**src/rtl/mdio_pkg.sv**
```systemverilog
package mdio_pkg;

    localparam int ADDR_W  = 5;
    localparam int DATA_W  = 16;
    localparam int PRE_LEN = 32;
    localparam int HDR_LEN = 4 + 2 * ADDR_W;
    localparam int FCNT_MAX = (PRE_LEN > DATA_W) ?
                              ((PRE_LEN > HDR_LEN) ? PRE_LEN : HDR_LEN) :
                              ((DATA_W > HDR_LEN) ? DATA_W : HDR_LEN);
    localparam int FCNT_W  = $clog2(FCNT_MAX);

    typedef enum logic [2:0] {
        ST_IDLE,
        ST_PRE,
        ST_HDR,
        ST_TA,
        ST_DATA,
        ST_TAIL
    } mdio_state_e;

endpackage

```
**src/rtl/mdio_half_timer.sv**
```systemverilog
module mdio_half_timer #(
    parameter int HALF_DIV = 12500
) (
    input  logic clk,
    input  logic rst_n,
    input  logic run_i,
    output logic tick_o
);

    generate
        if (HALF_DIV <= 1) begin : g_direct
            assign tick_o = run_i;
        end else begin : g_count
            localparam int CNT_W = $clog2(HALF_DIV);
            localparam logic [CNT_W-1:0] LAST = CNT_W'(HALF_DIV - 1);
            logic [CNT_W-1:0] cnt_q;

            assign tick_o = run_i && (cnt_q == LAST);

            always_ff @(posedge clk or negedge rst_n) begin
                if (!rst_n) begin
                    cnt_q <= '0;
                end else if (!run_i || tick_o) begin
                    cnt_q <= '0;
                end else begin
                    cnt_q <= cnt_q + 1'b1;
                end
            end

            AST_FIRST_HALF_FULL: assert property (@(posedge clk) disable iff (!rst_n)
                $rose(run_i) |-> !tick_o);
        end
    endgenerate

endmodule

```
**src/rtl/mdio_shift_out.sv**
```systemverilog
module mdio_shift_out
    import mdio_pkg::*;
(
    input  logic              clk,
    input  logic              rst_n,
    input  logic              load_i,
    input  logic              op_wr_i,
    input  logic [ADDR_W-1:0] phy_addr_i,
    input  logic [ADDR_W-1:0] reg_addr_i,
    input  logic [DATA_W-1:0] wdata_i,
    input  logic              shift_hdr_i,
    input  logic              shift_dat_i,
    output logic              hdr_bit_o,
    output logic              dat_bit_o
);

    logic [HDR_LEN-1:0] hdr_q;
    logic [DATA_W-1:0]  dat_q;
    logic [1:0]         opcode;

    assign opcode    = op_wr_i ? 2'b01 : 2'b10;
    assign hdr_bit_o = hdr_q[HDR_LEN-1];
    assign dat_bit_o = dat_q[DATA_W-1];

    always_ff @(posedge clk or negedge rst_n) begin
        if (!rst_n) begin
            hdr_q <= '0;
            dat_q <= '0;
        end else if (load_i) begin
            hdr_q <= {2'b01, opcode, phy_addr_i, reg_addr_i};
            dat_q <= wdata_i;
        end else begin
            if (shift_hdr_i) hdr_q <= {hdr_q[HDR_LEN-2:0], 1'b0};
            if (shift_dat_i) dat_q <= {dat_q[DATA_W-2:0], 1'b0};
        end
    end

    AST_NO_SHIFT_ON_LOAD: assert property (@(posedge clk) disable iff (!rst_n)
        load_i |-> !(shift_hdr_i || shift_dat_i));

endmodule

```
**src/rtl/mdio_shift_in.sv**
```systemverilog
module mdio_shift_in
    import mdio_pkg::*;
(
    input  logic              clk,
    input  logic              rst_n,
    input  logic              clear_i,
    input  logic              sample_i,
    input  logic              mdi_i,
    input  logic              mdo_en_i,
    output logic [DATA_W-1:0] rdata_o
);

    logic [DATA_W-1:0] sh_q;

    assign rdata_o = sh_q;

    always_ff @(posedge clk or negedge rst_n) begin
        if (!rst_n) begin
            sh_q <= '0;
        end else if (clear_i) begin
            sh_q <= '0;
        end else if (sample_i) begin
            sh_q <= {sh_q[DATA_W-2:0], mdi_i};
        end
    end

    AST_SAMPLE_RELEASED: assert property (@(posedge clk) disable iff (!rst_n)
        sample_i |-> !mdo_en_i);

endmodule

```
**src/rtl/mdio_frame_engine.sv**
```systemverilog
module mdio_frame_engine
    import mdio_pkg::*;
#(
    parameter int HALF_DIV = 12500
) (
    input  logic              clk,
    input  logic              rst_n,
    input  logic              req_i,
    input  logic              op_wr_i,
    input  logic [ADDR_W-1:0] phy_addr_i,
    input  logic [ADDR_W-1:0] reg_addr_i,
    input  logic [DATA_W-1:0] wdata_i,
    output logic              busy_o,
    output logic              done_o,
    output logic [DATA_W-1:0] rdata_o,
    output logic              mdc_o,
    output logic              mdo_o,
    output logic              mdo_en_o,
    input  logic              mdi_i
);

    localparam logic [FCNT_W-1:0] PRE_LAST  = FCNT_W'(PRE_LEN - 1);
    localparam logic [FCNT_W-1:0] HDR_LAST  = FCNT_W'(HDR_LEN - 1);
    localparam logic [FCNT_W-1:0] DATA_LAST = FCNT_W'(DATA_W - 1);

    mdio_state_e       state_q, state_d;
    logic              ph_q;
    logic [FCNT_W-1:0] fcnt_q;
    logic              op_wr_q;
    logic              done_q;

    logic              tick, bit_end, accept, field_end;
    logic [FCNT_W-1:0] ta_last;
    logic              hdr_bit, dat_bit;
    logic              shift_hdr, shift_dat, sample;

    assign busy_o  = (state_q != ST_IDLE);
    assign done_o  = done_q;
    assign accept  = (state_q == ST_IDLE) && req_i;
    assign bit_end = tick && ph_q;
    assign ta_last = op_wr_q ? FCNT_W'(1) : FCNT_W'(0);

    mdio_half_timer #(.HALF_DIV(HALF_DIV)) u_timer (
        .clk    (clk),
        .rst_n  (rst_n),
        .run_i  (busy_o),
        .tick_o (tick)
    );

    mdio_shift_out u_txsh (
        .clk         (clk),
        .rst_n       (rst_n),
        .load_i      (accept),
        .op_wr_i     (op_wr_i),
        .phy_addr_i  (phy_addr_i),
        .reg_addr_i  (reg_addr_i),
        .wdata_i     (wdata_i),
        .shift_hdr_i (shift_hdr),
        .shift_dat_i (shift_dat),
        .hdr_bit_o   (hdr_bit),
        .dat_bit_o   (dat_bit)
    );

    mdio_shift_in u_rxsh (
        .clk      (clk),
        .rst_n    (rst_n),
        .clear_i  (accept),
        .sample_i (sample),
        .mdi_i    (mdi_i),
        .mdo_en_i (mdo_en_o),
        .rdata_o  (rdata_o)
    );

    // Next-state logic: accept, pre_end, hdr_end, ta_end, data_end, tail_end
    always_comb begin
        state_d   = state_q;
        field_end = 1'b0;
        unique case (state_q)
            ST_IDLE: if (req_i) state_d = ST_PRE;
            ST_PRE: if (bit_end && fcnt_q == PRE_LAST) begin
                state_d = ST_HDR;  field_end = 1'b1;
            end
            ST_HDR: if (bit_end && fcnt_q == HDR_LAST) begin
                state_d = ST_TA;   field_end = 1'b1;
            end
            ST_TA: if (bit_end && fcnt_q == ta_last) begin
                state_d = ST_DATA; field_end = 1'b1;
            end
            ST_DATA: if (bit_end && fcnt_q == DATA_LAST) begin
                state_d = ST_TAIL; field_end = 1'b1;
            end
            ST_TAIL: if (bit_end) begin
                state_d = ST_IDLE; field_end = 1'b1;
            end
            default: state_d = ST_IDLE;
        endcase
    end

    // State register
    always_ff @(posedge clk or negedge rst_n) begin
        if (!rst_n) begin
            state_q <= ST_IDLE;
            ph_q    <= 1'b0;
            fcnt_q  <= '0;
            op_wr_q <= 1'b0;
            done_q  <= 1'b0;
        end else begin
            state_q <= state_d;
            done_q  <= (state_q == ST_TAIL) && bit_end;
            if (accept) begin
                op_wr_q <= op_wr_i;
                ph_q    <= 1'b0;
                fcnt_q  <= '0;
            end else begin
                if (tick) ph_q <= ~ph_q;
                if (field_end) fcnt_q <= '0;
                else if (bit_end) fcnt_q <= fcnt_q + 1'b1;
            end
        end
    end

    // Output decode
    always_comb begin
        mdc_o     = busy_o && ph_q;
        mdo_o     = 1'b0;
        mdo_en_o  = 1'b0;
        shift_hdr = 1'b0;
        shift_dat = 1'b0;
        sample    = 1'b0;
        unique case (state_q)
            ST_IDLE: ;
            ST_PRE: begin
                mdo_en_o = 1'b1;
                mdo_o    = 1'b1;
            end
            ST_HDR: begin
                mdo_en_o  = 1'b1;
                mdo_o     = hdr_bit;
                shift_hdr = bit_end;
            end
            ST_TA: ;
            ST_DATA: begin
                if (op_wr_q) begin
                    mdo_en_o  = 1'b1;
                    mdo_o     = dat_bit;
                    shift_dat = bit_end;
                end else begin
                    sample = bit_end;
                end
            end
            ST_TAIL: ;
            default: ;
        endcase
    end

    AST_IDLE_NO_CLOCK: assert property (@(posedge clk) disable iff (!rst_n)
        mdc_o |-> busy_o);
    AST_STABLE_HIGH: assert property (@(posedge clk) disable iff (!rst_n)
        (mdc_o && $past(mdc_o)) |-> ($stable(mdo_o) && $stable(mdo_en_o)));
    AST_BUSY_ENDS_DONE: assert property (@(posedge clk) disable iff (!rst_n)
        $fell(busy_o) |-> done_o);
    AST_DONE_PULSE: assert property (@(posedge clk) disable iff (!rst_n)
        done_o |=> !done_o);
    AST_DONE_BUS_IDLE: assert property (@(posedge clk) disable iff (!rst_n)
        done_o |-> (!mdc_o && !mdo_o && !mdo_en_o));

endmodule

```
**config.mk**
```make
export PLATFORM = sky130hd
export DESIGN_NAME = mdio_frame_engine
export DESIGN_NICKNAME = d
export VERILOG_FILES = /design/src/rtl/mdio_pkg.sv /design/src/rtl/mdio_half_timer.sv /design/src/rtl/mdio_shift_out.sv /design/src/rtl/mdio_shift_in.sv /design/src/rtl/mdio_frame_engine.sv
export SDC_FILE = /design/constraint.sdc
export NUM_CORES = 1
export LEC_CHECK = 0
export ABC_AREA = 1
export BUFFER_PORTS_ARGS = -buffer_cell sky130_fd_sc_hd__buf_4
export CAP_MARGIN = 20
export CORE_MARGIN = 5
export CORE_UTILIZATION = 35
export DETAILED_ROUTE_END_ITERATION = 8
export PLACE_DENSITY = 0.64
export SYNTH_ARGS = -nofsm -noshare
export SYNTH_HDL_FRONTEND = slang
export SYNTH_HIERARCHICAL = 1
export SYNTH_SLANG_ARGS = --single-unit
```
**constraint.sdc**
```tcl
create_clock -name clk -period 2.25 [get_ports clk]
set_clock_uncertainty 0.05 [all_clocks]
set_input_delay 0.225 -clock clk [delete_from_list [all_inputs] [get_ports clk]]
set_output_delay 0.225 -clock clk [all_outputs]
set_load 0.02 [all_outputs]
```
# Yosys cells after proc, flatten, opt, wreduce, memory -nomap -nowiden
# Index checks and enable logic that the tools add are counted.
totals:
  reg_bits: 71
  latch_bits: 0
  ramBits: 0
  rom_bits: 0
  input_bits: 31
  output_inout_bits: 21
  n_memories: 0
op_classes:
  addsub: 2
  mul: 0
  n_div: 0
  magnitude_cmp: 0
  n_eq_ne: 16
  shifts: 0
  n_mux: 36
  bitwise_logic: 1
  n_reduce_logical: 20
ops:
  columns: ["cell", "count"]
  rows:
  - ["16-bit 2-to-1 mux", 4]
  - ["14-bit 2-to-1 mux", 3]
  - ["3-bit 2-to-1 mux", 6]
  - ["3-bit case mux with 6 select lines", 1]
  - ["1-bit 2-to-1 mux", 15]
  - ["5-bit 2-to-1 mux", 3]
  - ["14-bit by 1-bit adder with 14-bit output (second input constant)", 1]
  - ["14-bit equality test (second input constant)", 1]
  - ["2-bit != test (second input constant)", 6]
  - ["5-bit by 4-bit equality test with 1-bit output (second input constant)", 2]
  - ["1-bit logical AND", 9]
  - ["2-bit nonzero test", 4]
  - ["3-bit by 2-bit equality test with 1-bit output (second input constant)", 2]
  - ["3-bit equality test (second input constant)", 2]
  - ["6-bit AND reduction", 1]
  - ["3-bit nonzero test", 2]
  - ["5-bit by 1-bit adder with 5-bit output (second input constant)", 1]
  - ["5-bit by 1-bit equality test with 1-bit output", 1]
  - ["5-bit equality test (second input constant)", 1]
  - ["1-bit case mux with 5 select lines", 1]
  - ["3-bit by 1-bit equality test with 1-bit output (second input constant)", 1]
  - ["3-bit zero test", 1]
  - ["1-bit case mux with 3 select lines", 1]
  - ["2-bit 2-to-1 mux", 1]
  - ["5 further kinds", 5]

# Logic depth before layout (Yosys ltp)
depth:
  depth_word: 8
  ltp_mapped: 15
  ltp_nobuf: 14

# Modules after synthesis
# The synthesis kept the hierarchy.
by_module_without_submodules:
  columns: ["module", "n_inst", "cells_each", "area_per_inst_um2", "seq_area_each_um2"]
  rows:
  - ["mdio_shift_out", 1, 162, 1342.5, 750.7]
  - ["mdio_half_timer", 1, 106, 859.6, 350.3]
  - ["mdio_frame_engine", 1, 121, 832.0, 275.3]
  - ["mdio_shift_in", 1, 70, 650.6, 400.4]

# Worst setup path after synthesis
# No wires, ideal clock.
synth_timing:
  kind: "reg2reg"
  from: "register state_q[0]"
  to: "register u_txsh.dat_q[10]"
  arrival_ns: 2.100
  t_required_ns: 2.132
  path_slack_ns: 0.031
  path_stages_with_launch: 15
  path_buffers: 3
  period_less_slack_ns: 2.219
  cell_sequence: "dfrtp_1 nor2_1 inv_1 nor2_1 inv_1 inv_1 nor2_1 nand2_2 clkbuf_8 nor2_1 clkbuf_2 nor2_4 buf_2 nand2_1 nand3_1"
synth_via:
  elab_chain_len: 6
  elab_cells_between_ends: 10
  cone_classes: "eq/ne (1); mux (3); reduce/logical (6)"
synth_rtl:
  columns: ["item", "line_no", "source"]
  rows:
  - ["start, declared", "mdio_frame_engine.sv:26", "mdio_state_e state_q, state_d;"]
  - ["start signal, assigned", "mdio_frame_engine.sv:108", "state_q <= state_d;"]
  - ["3-bit nonzero test", "mdio_frame_engine.sv:37", "assign busy_o = (state_q != ST_IDLE);"]
  - ["net busy_o", "mdio_frame_engine.sv:13", "output logic busy_o,"]
  - ["1-bit logical AND", "mdio_half_timer.sv:18", "assign tick_o = run_i && (cnt_q == LAST);"]
  - ["net tick", "mdio_frame_engine.sv:32", "logic tick, bit_end, accept, field_end;"]
  - ["1-bit logical AND", "mdio_frame_engine.sv:40", "assign bit_end = tick && ph_q;"]
  - ["1-bit 2-to-1 mux", "mdio_frame_engine.sv:143", "if (op_wr_q) begin"]
  - ["1-bit 2-to-1 mux", "mdio_frame_engine.sv:130", "unique case (state_q)"]
  - ["net shift_dat", "mdio_frame_engine.sv:35", "logic shift_hdr, shift_dat, sample;"]
  - ["2-bit nonzero test (no source line)", null, null]
  - ["end signal, assigned", "mdio_shift_out.sv:31", "dat_q <= wdata_i;"]
  - ["end signal, assigned", "mdio_shift_out.sv:34", "if (shift_dat_i) dat_q <= {dat_q[DATA_W-2:0], 1'b0};"]
  - ["end, declared", "mdio_shift_out.sv:18", "logic [DATA_W-1:0] dat_q;"]
# The timed path passes the listed nets, and every way through them passes these cells.
# A chain may end at the register's enable or synchronous reset.

# Worst setup path after layout
layout_timing:
  from: "register u_timer.g_count.cnt_q[1]"
  to: "register fcnt_q[3]"
layout_via:
  elab_chain_len: 8
  elab_cells_between_ends: 16
  cone_classes: "eq/ne (1); mux (8); reduce/logical (7)"
layout_rtl:
  columns: ["item", "line_no", "source"]
  rows:
  - ["start, declared", "mdio_half_timer.sv:16", "logic [CNT_W-1:0] cnt_q;"]
  - ["start signal, assigned", "mdio_half_timer.sv:26", "cnt_q <= cnt_q + 1'b1;"]
  - ["14-bit equality test (*)", "mdio_half_timer.sv:18", null]
  - ["1-bit logical AND (*)", "mdio_half_timer.sv:18", null]
  - ["net tick", "mdio_frame_engine.sv:32", null]
  - ["1-bit logical AND (*)", "mdio_frame_engine.sv:40", null]
  - ["1-bit logical AND, on equally long branches", null, null]
  - ["1-bit 2-to-1 mux, on equally long branches", null, null]
  - ["1-bit case mux with 5 select lines", "mdio_frame_engine.sv:78", "unique case (state_q)"]
  - ["5-bit 2-to-1 mux", "mdio_frame_engine.sv:116", "if (field_end) fcnt_q <= '0;"]
  - ["5-bit 2-to-1 mux", "mdio_frame_engine.sv:110", "if (accept) begin"]
  - ["end signal, assigned", "mdio_frame_engine.sv:117", "else if (bit_end) fcnt_q <= fcnt_q + 1'b1;"]
  - ["end, declared", "mdio_frame_engine.sv:28", "logic [FCNT_W-1:0] fcnt_q;"]
# Mark *: on every way through the listed nets, which the timed path passes. The rest lies on a longest branch.

==> run_results.csv <==
group,metric,value,unit
finish,syn_to_final_growth,21.26,%
logic_synthesis,synth_top_flop_cell,"dfrtp_1",
finish,regArea,1777,sq um
logic_synthesis,synthArstFlopShare,100.0,%
logic_synthesis,synth_nets,496,
global_route,grt_pass1_wl,14230,microns
clock_network,cts.path.max_buffers,2,
logic_synthesis,synth_compound_area_share,1.528,%
place,placed_area,4229,sq um
sta,post-route-min-period,2.055,ns
logic_synthesis,synth_cell_type_count,30,
routing,drc,0,
logic_synthesis,yosys-top-cells-area,"dfrtp_1 (48%), nand2_1 (15%), nand3_1 (12%), nor2_1 (3.9%), inv_1 (3.0%)",
routing,via_count,3117,
logic_synthesis,yosysMostFrequentCell,"nand2_1",
finish,drive_gt1_share,22.75,%
sta,min_period_over_period,91.31,%
logic_synthesis,synth_edf_count,0,
finish,multiInputGateArea,1698,sq um
logic_synthesis,synth_xor_area_share,1.664,%
routing,vias_per_cell,4.730,
logic_synthesis,ys_seq_area_share,48.22,%
hold_path,hold_path.class,"in2reg",
global_route,antenna_found_initial,0,
clock_network,post_cts_buffers,0,
routing,routed_wl,8067,microns
power_and_ir_drop,p_leak,2.247,nW
sta,drv_slew,0,
power_and_ir_drop,p_int,1.723,mW
worst_setup_path,required,2.42,ns
sta,setup_ws,0.1954,ns
clock_network,cts_tree,"done",
finish,fillers,1047,
place,pre_cts_ws,0.07613,ns
flow_run,cap_violations,0,
floorplan,die_y,112.6,microns
routing,firstDrtPassIters,5,
power_and_ir_drop,ir_drop,0.0002212,V
finish,diodes,0,
finish,post-route-cell-area,4468,sq um
logic_synthesis,ys.warnings.count,6,
place,numPortBuffers,51,
worst_setup_path,path_delay_family,"simple AND/OR/NAND/NOR gates",
worst_setup_path,crit_buf_inv,3,
run_status,status,"finished, final reports clean",
routing,ant_nets,0,
worst_setup_path,cp_slowest_cell,"dfrtp_1",
worst_setup_path,crit_fanout,10,
power_and_ir_drop,p_switching,0.5536,mW
power_and_ir_drop,pwr-share-clk,40.9,%
worst_setup_path,cp-start-kind,"register",
logic_synthesis,syn_area,3685,sq um
sta,finalSetupViolCount,0,
global_route,grt_remaining_overflow,0,
floorplan,ios,52,
place,gp_congestion,0.8610,
place,dp_hpwl,5832,microns
logic_synthesis,post_synth_inst_count,459,
logic_synthesis,synth_top_family_by_area,"simple AND/OR/NAND/NOR gates",
logic_synthesis,synth_top_area_share,48.22,%
sta,relSlewSlack,63.97,%
logic_synthesis,synthMuxAreaShare,0,%
floorplan,start_util,35.85,%
power_and_ir_drop,power_density,509.5,nW/um^2
worst_setup_path,rrSetupSlack,0.20,ns
worst_setup_path,crit_type,"reg2reg",
logic_synthesis,syn_area_per_cell,8.028,sq um
logic_synthesis,synth_common_cells,"nand2_1 (145), nand3_1 (89), dfrtp_1 (71)",
global_route,grt_pass1_vias,3159,
clock_network,cts_root_buffer,"clkbuf_8",
floorplan,rows,37,
routing,drtIter0Drc,164,
floorplan,dieArea,12680,sq um
routing,wl_per_cell,12.24,microns
sta,timing.final.hold_violations,0,
floorplan,core_area,10280,sq um
clock_network,clock_latency,0.34,ns
global_route,grt_max_degree,42,
sta,worst_slew_pin_slew,0.5399,ns
finish,final_nets,555,
worst_setup_path,cp-end-kind,"register",
worst_setup_path,cp_slowest_stage_delay,0.37,ns
logic_synthesis,synth_fa_ha_area_share,2.037,%
power_and_ir_drop,swShare,24.32,%
clock_network,clk_pin_slew,0.09,ns
clock_network,clock_sinks,71,
sta,setup_tns,0,ns
logic_synthesis,synth_top_cell_by_area,"dfrtp_1",
floorplan,die_x,112.6,microns
clock_network,cts_max_level,3,
power_and_ir_drop,power_frac_seq,56.0,%
power_and_ir_drop,p_comb_share,3.1,%
worst_setup_path,critPathArrivalTime,2.23,ns
clock_network,numCtsBuffers,9,
sta,rsz0062_at_grt,"false",
logic_synthesis,synth-simple-area-share,39.52,%
global_route,grt_use_total,13.44,%
worst_setup_path,crit_chain,"ha_2 > nand2_1 > inv_1 > nand2_1 > nor2_1 > nand2_2 > nor2_4 > nand2_2 > buf_6 > inv_4 > nand3_4 > nor3_4 > nor3_1",
logic_synthesis,ys_ff_latch,71,
sta,fmax,486.7,MHz
## layout make-up
class / count / area share (%)
clock buffer: 9 / 2.772
clock inverter: 7 / 1.260
inverter: 34 / 2.940
multi-input combinational: 338 / 38.00
sequential: 71 / 39.76
tap: 136 / 3.808
timing repair buffer: 64 / 11.45
## cells in the final DEF, fill, tap and decap left out, types with 3 or more instances in the layout
cell type	netlist	routed
nand2_1	145	145
nand3_1	89	89
dfrtp_1	71	71
buf_4	5	60
nor2_1	38	34
inv_1	29	29
nor2_2	10	13
clkbuf_8	1	9
nor2_4	7	8
nand4_1	7	7
nor3_1	8	6
ha_1	6	5
a21oi_1	4	4
o21ai_0	4	4
xor2_1	4	4
inv_2	3	3
nand3_2	4	3
clkinv_4	0	3
xnor2_1	3	3
## per-stage QoR
step                      total power, mW  hold WS [ns]  instances  util [%]
after floorplan                     1.301       -0.1206        459         -
after global placement              1.372        0.1982        642     41.15
after detailed placement            1.373        0.2118        642     41.15
after CTS                           2.326       0.01362        659     43.00
after global routing                2.384       0.01989        659     43.47
final                               2.277       0.03256        659     43.47
## sequential cells by signal, indices dropped and copies added, names as in the netlist
name                   count
state_q                    3
ph_q                       1
fcnt_q                     5
u_txsh/hdr_q              14
op_wr_q                    1
u_rxsh/rdata_o            16
u_timer/g_count.cnt_q     14
done_o                     1
u_txsh/dat_q              16
## path summary, 6_finish.rpt
kind,startpoint,to,cells after the start
min,reg_addr_i[0],u_txsh/hdr_q[0],3
min reg2reg,u_txsh/hdr_q[13],u_txsh/hdr_q[13],2
min in group asynchronous,rst_n,u_txsh/hdr_q[3],2
max reg2reg,u_timer/g_count.cnt_q[1],fcnt_q[3],13
max,u_timer/g_count.cnt_q[1],fcnt_q[3],13
max in group asynchronous,rst_n,u_txsh/hdr_q[10],3
## layer usage
layer / track usage (%) / share of wire [%]
met5: 0 / 0
met4: 3.446 / 1.1
met3: 3.181 / 3.7
met2: 22.59 / 49
met1: 17.40 / 46
## logic make-up after synthesis
family,count (synthesis)
AO/OA/AOI/OAI,10
AND/OR/NAND/NOR,315
buffers and inverters,50
flip-flops,71
XOR/XNOR,7
adder cells (fa/ha/maj),6
## power groups by stage
stage	logic, mW	clock network [mW]	registers (mW)
CTS	0.0741	0.977	1.27
global route	0.0806	1.03	1.27
detailed placement	0.0729	0	1.30
floorplan	0.000290	0	1.30
global placement	0.0719	0	1.30
finish	0.0706	0.931	1.27
## repair_timing
| action | 4_1_cts | 5_1_grt |
|---|---|---|
| endpoints found under the setup margin | 0 | 22 |
| gates resized for setup | 0 | 12 |
| endpoints found under the hold margin | 40 | 0 |
| hold buffers | 1 | 0 |
## worst register-to-register path, stage by stage, from the launching register on
cell and delay (ns):
dfrtp_1 0.37, ha_2 0.18, nand2_1 0.05, inv_1 0.06
nand2_1 0.04, nor2_1 0.11, nand2_2 0.11, nor2_4 0.11
nand2_2 0.09, buf_6 0.16, inv_4 0.10, nand3_4 0.10
nor3_4 0.31, nor3_1 0.10
Note: power is estimated with default switching activity, not from simulation.
